`src/rtl/rpm_pkg.sv`:
```
package rpm_pkg;
  // Kind of update applied to the working level in a cycle, in priority order.
  typedef enum logic [1:0] {
    LV_HOLD = 2'd0,
    LV_CUT  = 2'd1,
    LV_RISE = 2'd2,
    LV_LOAD = 2'd3
  } lvl_act_e;
endpackage

```
`src/rtl/rpm_level_ctrl.sv`:
```
module rpm_level_ctrl #(
  parameter int LVL_W = 8,
  parameter int REC_W = 16,
  parameter int PRE_W = 20
) (
  input  logic             clk,
  input  logic             rst_n,
  input  logic             ld,
  input  logic [LVL_W-1:0] ld_val,
  input  logic             cur_viol,
  input  logic [LVL_W-1:0] cur_step,
  input  logic [REC_W-1:0] rec_period,
  input  logic             therm_viol,
  input  logic [PRE_W-1:0] tick_div,
  output logic [LVL_W-1:0] lvl_o,
  output logic [LVL_W-1:0] ceil_o
);
  import rpm_pkg::*;

  localparam logic [LVL_W-1:0] LVL_MAX = {LVL_W{1'b1}};
  localparam logic [LVL_W-1:0] LVL_ONE = {{(LVL_W-1){1'b0}}, 1'b1};

  logic [LVL_W-1:0] lim_q, ceil_q, lvl_q, ceil_d, lvl_pre, lvl_d;
  logic             cur_prev_q, cur_rise, tick, rec_due;
  logic [REC_W-1:0] rec_cnt_q, rec_cnt_d;
  logic [PRE_W-1:0] pre_cnt_q, pre_cnt_d;
  logic [REC_W:0]   rec_inc;
  logic [PRE_W:0]   pre_inc;
  lvl_act_e         act;

  assign cur_rise = cur_viol & ~cur_prev_q;

  // Thermal tick prescaler
  assign pre_inc = {1'b0, pre_cnt_q} + {{PRE_W{1'b0}}, 1'b1};
  assign tick    = (tick_div != '0) && (pre_inc >= {1'b0, tick_div});
  assign pre_cnt_d = (tick_div == '0 || tick) ? '0 : pre_inc[PRE_W-1:0];

  // Slow loop acts on the ceiling
  always_comb begin
    ceil_d = ceil_q;
    if (ld)                                   ceil_d = ld_val;
    else if (tick && therm_viol && ceil_q != '0) ceil_d = ceil_q - LVL_ONE;
    else if (tick && !therm_viol && ceil_q < lim_q) ceil_d = ceil_q + LVL_ONE;
  end

  // Recovery pacing
  assign rec_inc = {1'b0, rec_cnt_q} + {{REC_W{1'b0}}, 1'b1};
  assign rec_due = !cur_viol && (lvl_q < ceil_q) && (rec_inc >= {1'b0, rec_period});
  assign rec_cnt_d = (ld || cur_viol || lvl_q >= ceil_q || rec_due) ? '0 : rec_inc[REC_W-1:0];

  // Fast loop acts on the working level
  always_comb begin
    if (ld)            act = LV_LOAD;
    else if (cur_rise) act = LV_CUT;
    else if (rec_due)  act = LV_RISE;
    else               act = LV_HOLD;
  end

  always_comb begin
    case (act)
      LV_LOAD: lvl_pre = ld_val;
      LV_CUT:  lvl_pre = (lvl_q > cur_step) ? lvl_q - cur_step : '0;
      LV_RISE: lvl_pre = lvl_q + LVL_ONE;
      default: lvl_pre = lvl_q;
    endcase
    lvl_d = (lvl_pre > ceil_d) ? ceil_d : lvl_pre;
  end

  always_ff @(posedge clk) begin
    if (!rst_n) begin
      lim_q      <= LVL_MAX;
      ceil_q     <= LVL_MAX;
      lvl_q      <= LVL_MAX;
      cur_prev_q <= 1'b0;
      rec_cnt_q  <= '0;
      pre_cnt_q  <= '0;
    end else begin
      if (ld) lim_q <= ld_val;
      ceil_q     <= ceil_d;
      lvl_q      <= lvl_d;
      cur_prev_q <= cur_viol;
      rec_cnt_q  <= rec_cnt_d;
      pre_cnt_q  <= pre_cnt_d;
    end
  end

  assign lvl_o  = lvl_q;
  assign ceil_o = ceil_q;
endmodule

```
`src/rtl/rpm_pulse_gen.sv`:
```
module rpm_pulse_gen #(
  parameter int                LVL_W  = 8,
  parameter int                LFSR_W = 16,
  parameter logic [LFSR_W-1:0] TAPS   = 16'hB400,
  parameter logic [LFSR_W-1:0] SEED   = 16'hACE1
) (
  input  logic             clk,
  input  logic             rst_n,
  input  logic [LVL_W-1:0] lvl,
  output logic             slot_go
);
  logic [LFSR_W-1:0] lfsr_q, lfsr_d;

  // Galois form, right shift
  assign lfsr_d  = lfsr_q[0] ? ((lfsr_q >> 1) ^ TAPS) : (lfsr_q >> 1);
  assign slot_go = (lfsr_q[LVL_W-1:0] <= lvl);

  always_ff @(posedge clk) begin
    if (!rst_n) lfsr_q <= SEED;
    else        lfsr_q <= lfsr_d;
  end
endmodule

```
`src/rtl/rpm_thread_rr.sv`:
```
module rpm_thread_rr #(
  parameter int THREADS = 4
) (
  input  logic               clk,
  input  logic               rst_n,
  input  logic               go,
  output logic               en_o,
  output logic [THREADS-1:0] thr_o
);
  localparam int PTR_W = (THREADS > 1) ? $clog2(THREADS) : 1;
  localparam logic [PTR_W-1:0] PTR_LAST = PTR_W'(THREADS - 1);

  logic [PTR_W-1:0]   ptr_q;
  logic [THREADS-1:0] thr_d;
  logic               en_q;
  logic [THREADS-1:0] thr_q;

  for (genvar i = 0; i < THREADS; i++) begin : g_sel
    assign thr_d[i] = go && (ptr_q == PTR_W'(i));
  end

  always_ff @(posedge clk) begin
    if (!rst_n) begin
      ptr_q <= '0;
      en_q  <= 1'b0;
      thr_q <= '0;
    end else begin
      en_q  <= go;
      thr_q <= thr_d;
      if (go) ptr_q <= (ptr_q == PTR_LAST) ? '0 : ptr_q + PTR_W'(1);
    end
  end

  assign en_o  = en_q;
  assign thr_o = thr_q;
endmodule

```
`src/rtl/rpm_throttle.sv`:
```
module rpm_throttle #(
  parameter int LVL_W   = 8,
  parameter int LFSR_W  = 16,
  parameter int THREADS = 4,
  parameter int REC_W   = 16,
  parameter int PRE_W   = 20
) (
  input  logic               clk,
  input  logic               rst_n,
  input  logic               ctrl_load,
  input  logic [LVL_W-1:0]   ctrl_level,
  input  logic               cur_viol,
  input  logic [LVL_W-1:0]   cur_step,
  input  logic [REC_W-1:0]   rec_period,
  input  logic               therm_viol,
  input  logic [PRE_W-1:0]   tick_div,
  output logic               slot_en,
  output logic [THREADS-1:0] thread_en,
  output logic [LVL_W-1:0]   level_o
);
  logic [LVL_W-1:0] lvl_w, ceil_w;
  logic             go_w;

  rpm_level_ctrl #(.LVL_W(LVL_W), .REC_W(REC_W), .PRE_W(PRE_W)) u_level (
    .clk(clk), .rst_n(rst_n), .ld(ctrl_load), .ld_val(ctrl_level),
    .cur_viol(cur_viol), .cur_step(cur_step), .rec_period(rec_period),
    .therm_viol(therm_viol), .tick_div(tick_div),
    .lvl_o(lvl_w), .ceil_o(ceil_w)
  );

  rpm_pulse_gen #(.LVL_W(LVL_W), .LFSR_W(LFSR_W)) u_pulse (
    .clk(clk), .rst_n(rst_n), .lvl(lvl_w), .slot_go(go_w)
  );

  rpm_thread_rr #(.THREADS(THREADS)) u_rr (
    .clk(clk), .rst_n(rst_n), .go(go_w), .en_o(slot_en), .thr_o(thread_en)
  );

  assign level_o = lvl_w;
endmodule

```
`config.mk`:
```
export PLATFORM = sky130hd
export DESIGN_NAME = rpm_throttle
export DESIGN_NICKNAME = d
export VERILOG_FILES = /design/src/rtl/rpm_pkg.sv /design/src/rtl/rpm_level_ctrl.sv /design/src/rtl/rpm_pulse_gen.sv /design/src/rtl/rpm_thread_rr.sv /design/src/rtl/rpm_throttle.sv
export SDC_FILE = /design/constraint.sdc
export NUM_CORES = 1
export LEC_CHECK = 0
export ABC_CLOCK_PERIOD_IN_PS = 6250
export CORE_MARGIN = 1.5
export CORE_UTILIZATION = 40
export DETAILED_ROUTE_END_ITERATION = 12
export GPL_ROUTABILITY_DRIVEN = 0
export MAX_ROUTING_LAYER = met4
export PLACE_DENSITY = 0.62
export SLEW_MARGIN = 20
export SYNTH_ARGS = -nofsm -noshare
export SYNTH_HDL_FRONTEND = slang
export SYNTH_HIERARCHICAL = 1
export SYNTH_SLANG_ARGS = --single-unit
```
`constraint.sdc`:
```
create_clock -name clk -period 6.25 [get_ports clk]
set_input_delay 1.25 -clock clk [delete_from_list [all_inputs] [get_ports clk]]
set_output_delay 1.25 -clock clk [all_outputs]
set_load 0.005 [all_outputs]
```
# After elaboration in Yosys (flattened, before gate mapping)

Cells that the tools add are included.

Register bits after elaboration: 84
Bits in latches: 0
Memory bits (writable): 0
Bits in read-only memories: 0
Input bits: 57
Output and inout bits: 13
Word-level logic and storage cells: 69
Memories kept: 0

Add/subtract/negate cells: 7
Multiply operators: 0
Div/mod/pow operators: 0
Order comparisons: 8
Eq/ne operators: 6
Shift-type cells: 0
Muxes and demuxes: 11
Bitwise gates (word level): 4
Reduce and logical (&&, ||, !) cells: 23

Operator list:

| operator                                                               | count |
|---|---|
| 8-bit two-way mux                                                      | 5 |
| 8-bit case mux with 3 select lines                                     | 1 |
| 20-bit by 1-bit adder with 21-bit output (second input constant)       | 1 |
| 21-bit by 20-bit greater-or-equal comparator with 1-bit output         | 1 |
| 20-bit zero test                                                       | 1 |
| 20-bit nonzero test                                                    | 1 |
| 16-bit by 1-bit adder with 17-bit output (second input constant)       | 1 |
| 17-bit by 16-bit greater-or-equal comparator with 1-bit output         | 1 |
| 8-bit by 1-bit adder with 8-bit output (second input constant)         | 2 |
| 8-bit greater-than comparator                                          | 2 |
| 8-bit < comparator                                                     | 2 |
| 16-bit two-way mux                                                     | 1 |
| 1-bit logical AND                                                      | 11 |
| 2-bit equality test (second input constant)                            | 4 |
| 8-bit greater-or-equal comparator                                      | 1 |
| 8-bit less-or-equal comparator                                         | 1 |
| 2-bit two-way mux                                                      | 4 |
| 8-bit nonzero test                                                     | 1 |
| 8-bit by 1-bit subtractor with 8-bit output (second input constant)    | 1 |
| 8-bit subtractor                                                       | 1 |
| 2-bit by 1-bit equality test with 1-bit output (second input constant) | 2 |
| 1-bit logical OR                                                       | 4 |
| 3-bit NOT with 4-bit output                                            | 1 |
| 2-bit OR reduction                                                     | 2 |
| 5 further kinds                                                        | 7 |

# Logic depth before layout (Yosys ltp)

Word-level depth: 10
Depth in mapped cells: 24
Depth with buffers taken out: 24

# Hierarchy

The synthesis kept the hierarchy.

By module, submodules not included:

| module         | times used | cells each | area an instance (um^2) | sequential area each (um^2) |
|---|---|---|---|---|
| rpm_level_ctrl | 1          | 609        | 4988.5                  | 1221.2 |
| rpm_pulse_gen  | 1          | 63         | 659.4                   | 320.3 |
| rpm_thread_rr  | 1          | 23         | 277.8                   | 140.1 |

# Least setup slack after synthesis

No wires, ideal clock.

Kind: input to register
From: input cur_step[0]
To: register u_level.lvl_q[5], in the netlist u_level/lvl_o[5]
Setup time: 0.143 ns
Data arrival time: 4.684 ns
Required time: 6.107 ns
Path slack: 1.423 ns
Stages on the path: 18
Buffers on the path: 0
Cell sequence: ha_1 -> inv_1 -> fa_1 -> a211oi_1 -> o21bai_1 -> a31o_2 -> a21oi_1 -> or2_2 -> o21ai_0 -> or3b_2 -> ha_1 -> a21o_1 -> a21o_1 -> a21oi_1 -> a32o_1 -> nand2_1 -> nor4b_1 -> a41oi_1

Word-level cells in the longest chain between the ends: 5
Elaborated cells on any way between the ends: 6
Those cells by class: 1 x add/sub; 2 x order compare; 3 x mux

Ends and longest elaborated chain:

| element                                                           | line                 | source |
|---|---|---|
| start, declared                                                   | rpm_throttle.sv:13   | `input logic [LVL_W-1:0] cur_step,` |
| 8-bit subtractor or 8-bit greater-than comparator (tied branches) | rpm_level_ctrl.sv:62 | `LV_CUT: lvl_pre = (lvl_q > cur_step) ? lvl_q - cur_step : '0;` |
| 8-bit two-way mux *                                               | rpm_level_ctrl.sv:62 |  |
| 8-bit case mux with 3 select lines *                              | rpm_level_ctrl.sv:60 | `case (act)` |
| 8-bit greater-than comparator                                     | rpm_level_ctrl.sv:66 | `lvl_d = (lvl_pre > ceil_d) ? ceil_d : lvl_pre;` |
| 8-bit two-way mux *                                               | rpm_level_ctrl.sv:66 |  |
| end signal, assigned                                              | rpm_level_ctrl.sv:80 | `lvl_q <= lvl_d;` |
| end, declared                                                     | rpm_level_ctrl.sv:23 | `logic [LVL_W-1:0] lim_q, ceil_q, lvl_q, ceil_d, lvl_pre, lvl_d;` |

Mark *: on every way between the ends. The rest lies on a longest branch, timed or not.
A chain may end at the register's enable or synchronous reset.

# Final worst setup path

Ends and elaborated chain as after synthesis.

==> results.cfg <==
[clocking]
root_buffer = clkbuf_16
cts_tree = built
cts_buffer_depth = 2
cts_inserted_buffers = 9
clk_latency_ps = 350
cts_sinks = 84
post_cts_buffers = 0
cts.clk_slew.worst_paths_ps = 60
cts_hold_buf = 0
cts_resized = 0
htreeDepth = 3

[detailed_routing]
via_per_inst = 5.368
first_iter_violations = 288
dr.pass1.iters = 5
vias = 5126
wl_per_cell_um = 15.01
wl_um = 14330
ant_nets = 0
drc = 0

[timing]
slew_violations = 0
setup_violations = 0
hold_viol_final = 0
finalHoldWorstSlack_ps = 407.0
fmax_mhz = 181.5
rsz0062_at_grt = no
fin_crit_sh = 0.8814
finalCriticalPeriod_ps = 5508
timing.slew.headroom = 0.4358
worst_pin_slew_ps = 843.9
skew_ps = 5.792
setup-tns-final_ps = 0

[global_routing]
grt_antenna_before_repair = 0
overflow = 0
grt_util_met3 = 0.05026
grt_use_met1 = 0.2451
grt_pass1_wl_um = 24210
grt_start_max_net_pins = 51
grt_util_met2 = 0.3038
track_usage = 0.1962
grt_pass1_vias = 5083
grt-busiest-layer = met2

[pwr]
power_density_nw_per_um2 = 237.0
max-vdd-ir-drop_mv = 0.1548
leakagePower_nw = 3.314

[synth]
synth_area_um2 = 5926
synth-edff-count = 0
synth_seq_cells = 84
yosys.area.top_type_share = 0.2838
async_reset_ff_frac = 0
synth_seq_area_share = 0.2838
avgSynthCellArea_um2 = 8.526
synthCells = 695
yosysWarnings = 6
synthFlopType = dfxtp_1
synth_nets = 838
ys_top_cells_by_area = dfxtp_1 (28%), ha_1 (18%), inv_1 (5.1%), xnor2_1 (4.7%), nor2b_1 (3.9%)
synth_largest_area_cell = dfxtp_1
synth_cell_type_count = 72

[worst_hold_path]
hp-class = reg -> reg

[floorplanning]
row_count = 44
fp.dieW_um = 124.7
initial_core_util = 0.4093
io_pins = 70
coreArea_um2 = 14480
die_area_um2 = 15550
die_h_um = 124.7

[flow_run]
cap_violations = 0

[placement]
hpwl_um = 11210
port-buffer-count = 69

[setup_path]
worstPathRequired_ps = 6440
crit_arrival_ps = 5700
start_kind = input port
crit_type = in -> reg
worstPathMaxFanout = 6
reg2reg_setup_slack_ps = 810
endpoint_kind = flop

[finish]
nets = 910
nFillCells = 1370
multi_input_area_um2 = 3890
final_cell_mix = ha_1 (85), dfxtp_1 (84), inv_1 (80), clkdlybuf4s50_1 (69), nand2_1 (43)
regArea_um2 = 1682
antenna_cells = 0
drive_above_1_share = 0.05837
final_common_cell = ha_1
syn_to_final_growth_pct = 19.51

[status]
status = finished, final reports clean
[report_power, final]
| part | switching, mW | internal (mW) |
|---|---|---|
| registers | 0.0566 | 0.581 |
| logic | 0.284 | 0.274 |
| clock network | 0.218 | 0.265 |
[metal layers]
metal / wire (um) / share of wire
met5: 0 / 0
met4: 357 / 0.025
met3: 994 / 0.069
met2: 6331 / 0.44
met1: 6651 / 0.46
[metrics by stage]
step	instance area [um^2]	worst slack [ps]	std cells	util	total power, mW
6_report	7082	741.5	955	0.4891	1.678
5_1_grt	7082	401.8	955	0.4891	1.791
4_1_cts	7082	805.5	955	0.4891	1.693
3_5_place_dp	6823	443.2	940	0.4712	1.200
3_3_place_gp	6823	599.5	940	0.4712	1.187
2_1_floorplan	5926	1423	695	-	1.004
[cells in the mapped netlist, types with 17 or more instances]
master,n
o21ai_0,17
nor2b_1,37
dfxtp_1,84
and2_1,19
nand2_1,43
nand3_1,35
inv_1,80
ha_1,85
xnor2_1,32
a21oi_1,29
nor2_1,35
and3_1,19
[cells by family (layout without fill, tap and decap cells)]
group           Yosys count  in the layout  share of synthesized area
fa+ha+maj                86             86                     0.1829
flops                    84             84                     0.2838
compound gates          129            129                     0.1558
simple gates            249            249                     0.2346
mux                       7              7                    0.01225
xor+xnor                 48             48                    0.07095
buf+inv                  92            168                    0.05976
[critical path, stage by stage]
cell and delay (ps):
clkdlybuf4s50_1 480, ha_1 170, inv_1 50, fa_1 420
a211oi_1 240, o21bai_1 140, a31o_2 260, a21oi_1 250
or2_2 210, o21ai_0 120, or3b_2 460, ha_1 290
a21o_1 160, a21o_1 160, a21oi_1 170, a32o_1 290
nand2_1 130, nor4b_1 350, a41oi_1 90
[final timing paths]
check                       startpoint           endpoint  cells after the start
setup / recovery           cur_step[0]   u_level/lvl_o[5]                     19
hold / removal       u_pulse/lfsr_q[8]  u_pulse/lfsr_q[7]                      1
setup reg to reg  u_level/pre_cnt_q[2]   u_level/lvl_o[5]                     23
hold reg to reg      u_pulse/lfsr_q[8]  u_pulse/lfsr_q[7]                      1
[area by class of cell]
type / count / share of cell area
multi-input combinational: 519 / 0.5493
clock inverter: 5 / 0.004240
timing repair buffer: 73 / 0.1018
inverter: 80 / 0.04240
clock buffer: 10 / 0.03233
tap: 184 / 0.03251
sequential: 84 / 0.2375
[flip-flops by register name, summed over array words and instances (netlist names)]
| name | flops |
|---|---|
| u_rr/en_o | 1 |
| u_level/pre_cnt_q | 20 |
| u_level/lvl_o | 8 |
| u_level/cur_prev_q | 1 |
| u_pulse/lfsr_q | 16 |
| u_rr/ptr_q | 2 |
| u_level/rec_cnt_q | 16 |
| u_rr/thr_o | 4 |
| u_level/ceil_o | 8 |
| u_level/lim_q | 8 |
No activity file was read; power rests on OpenSTA's default activity.
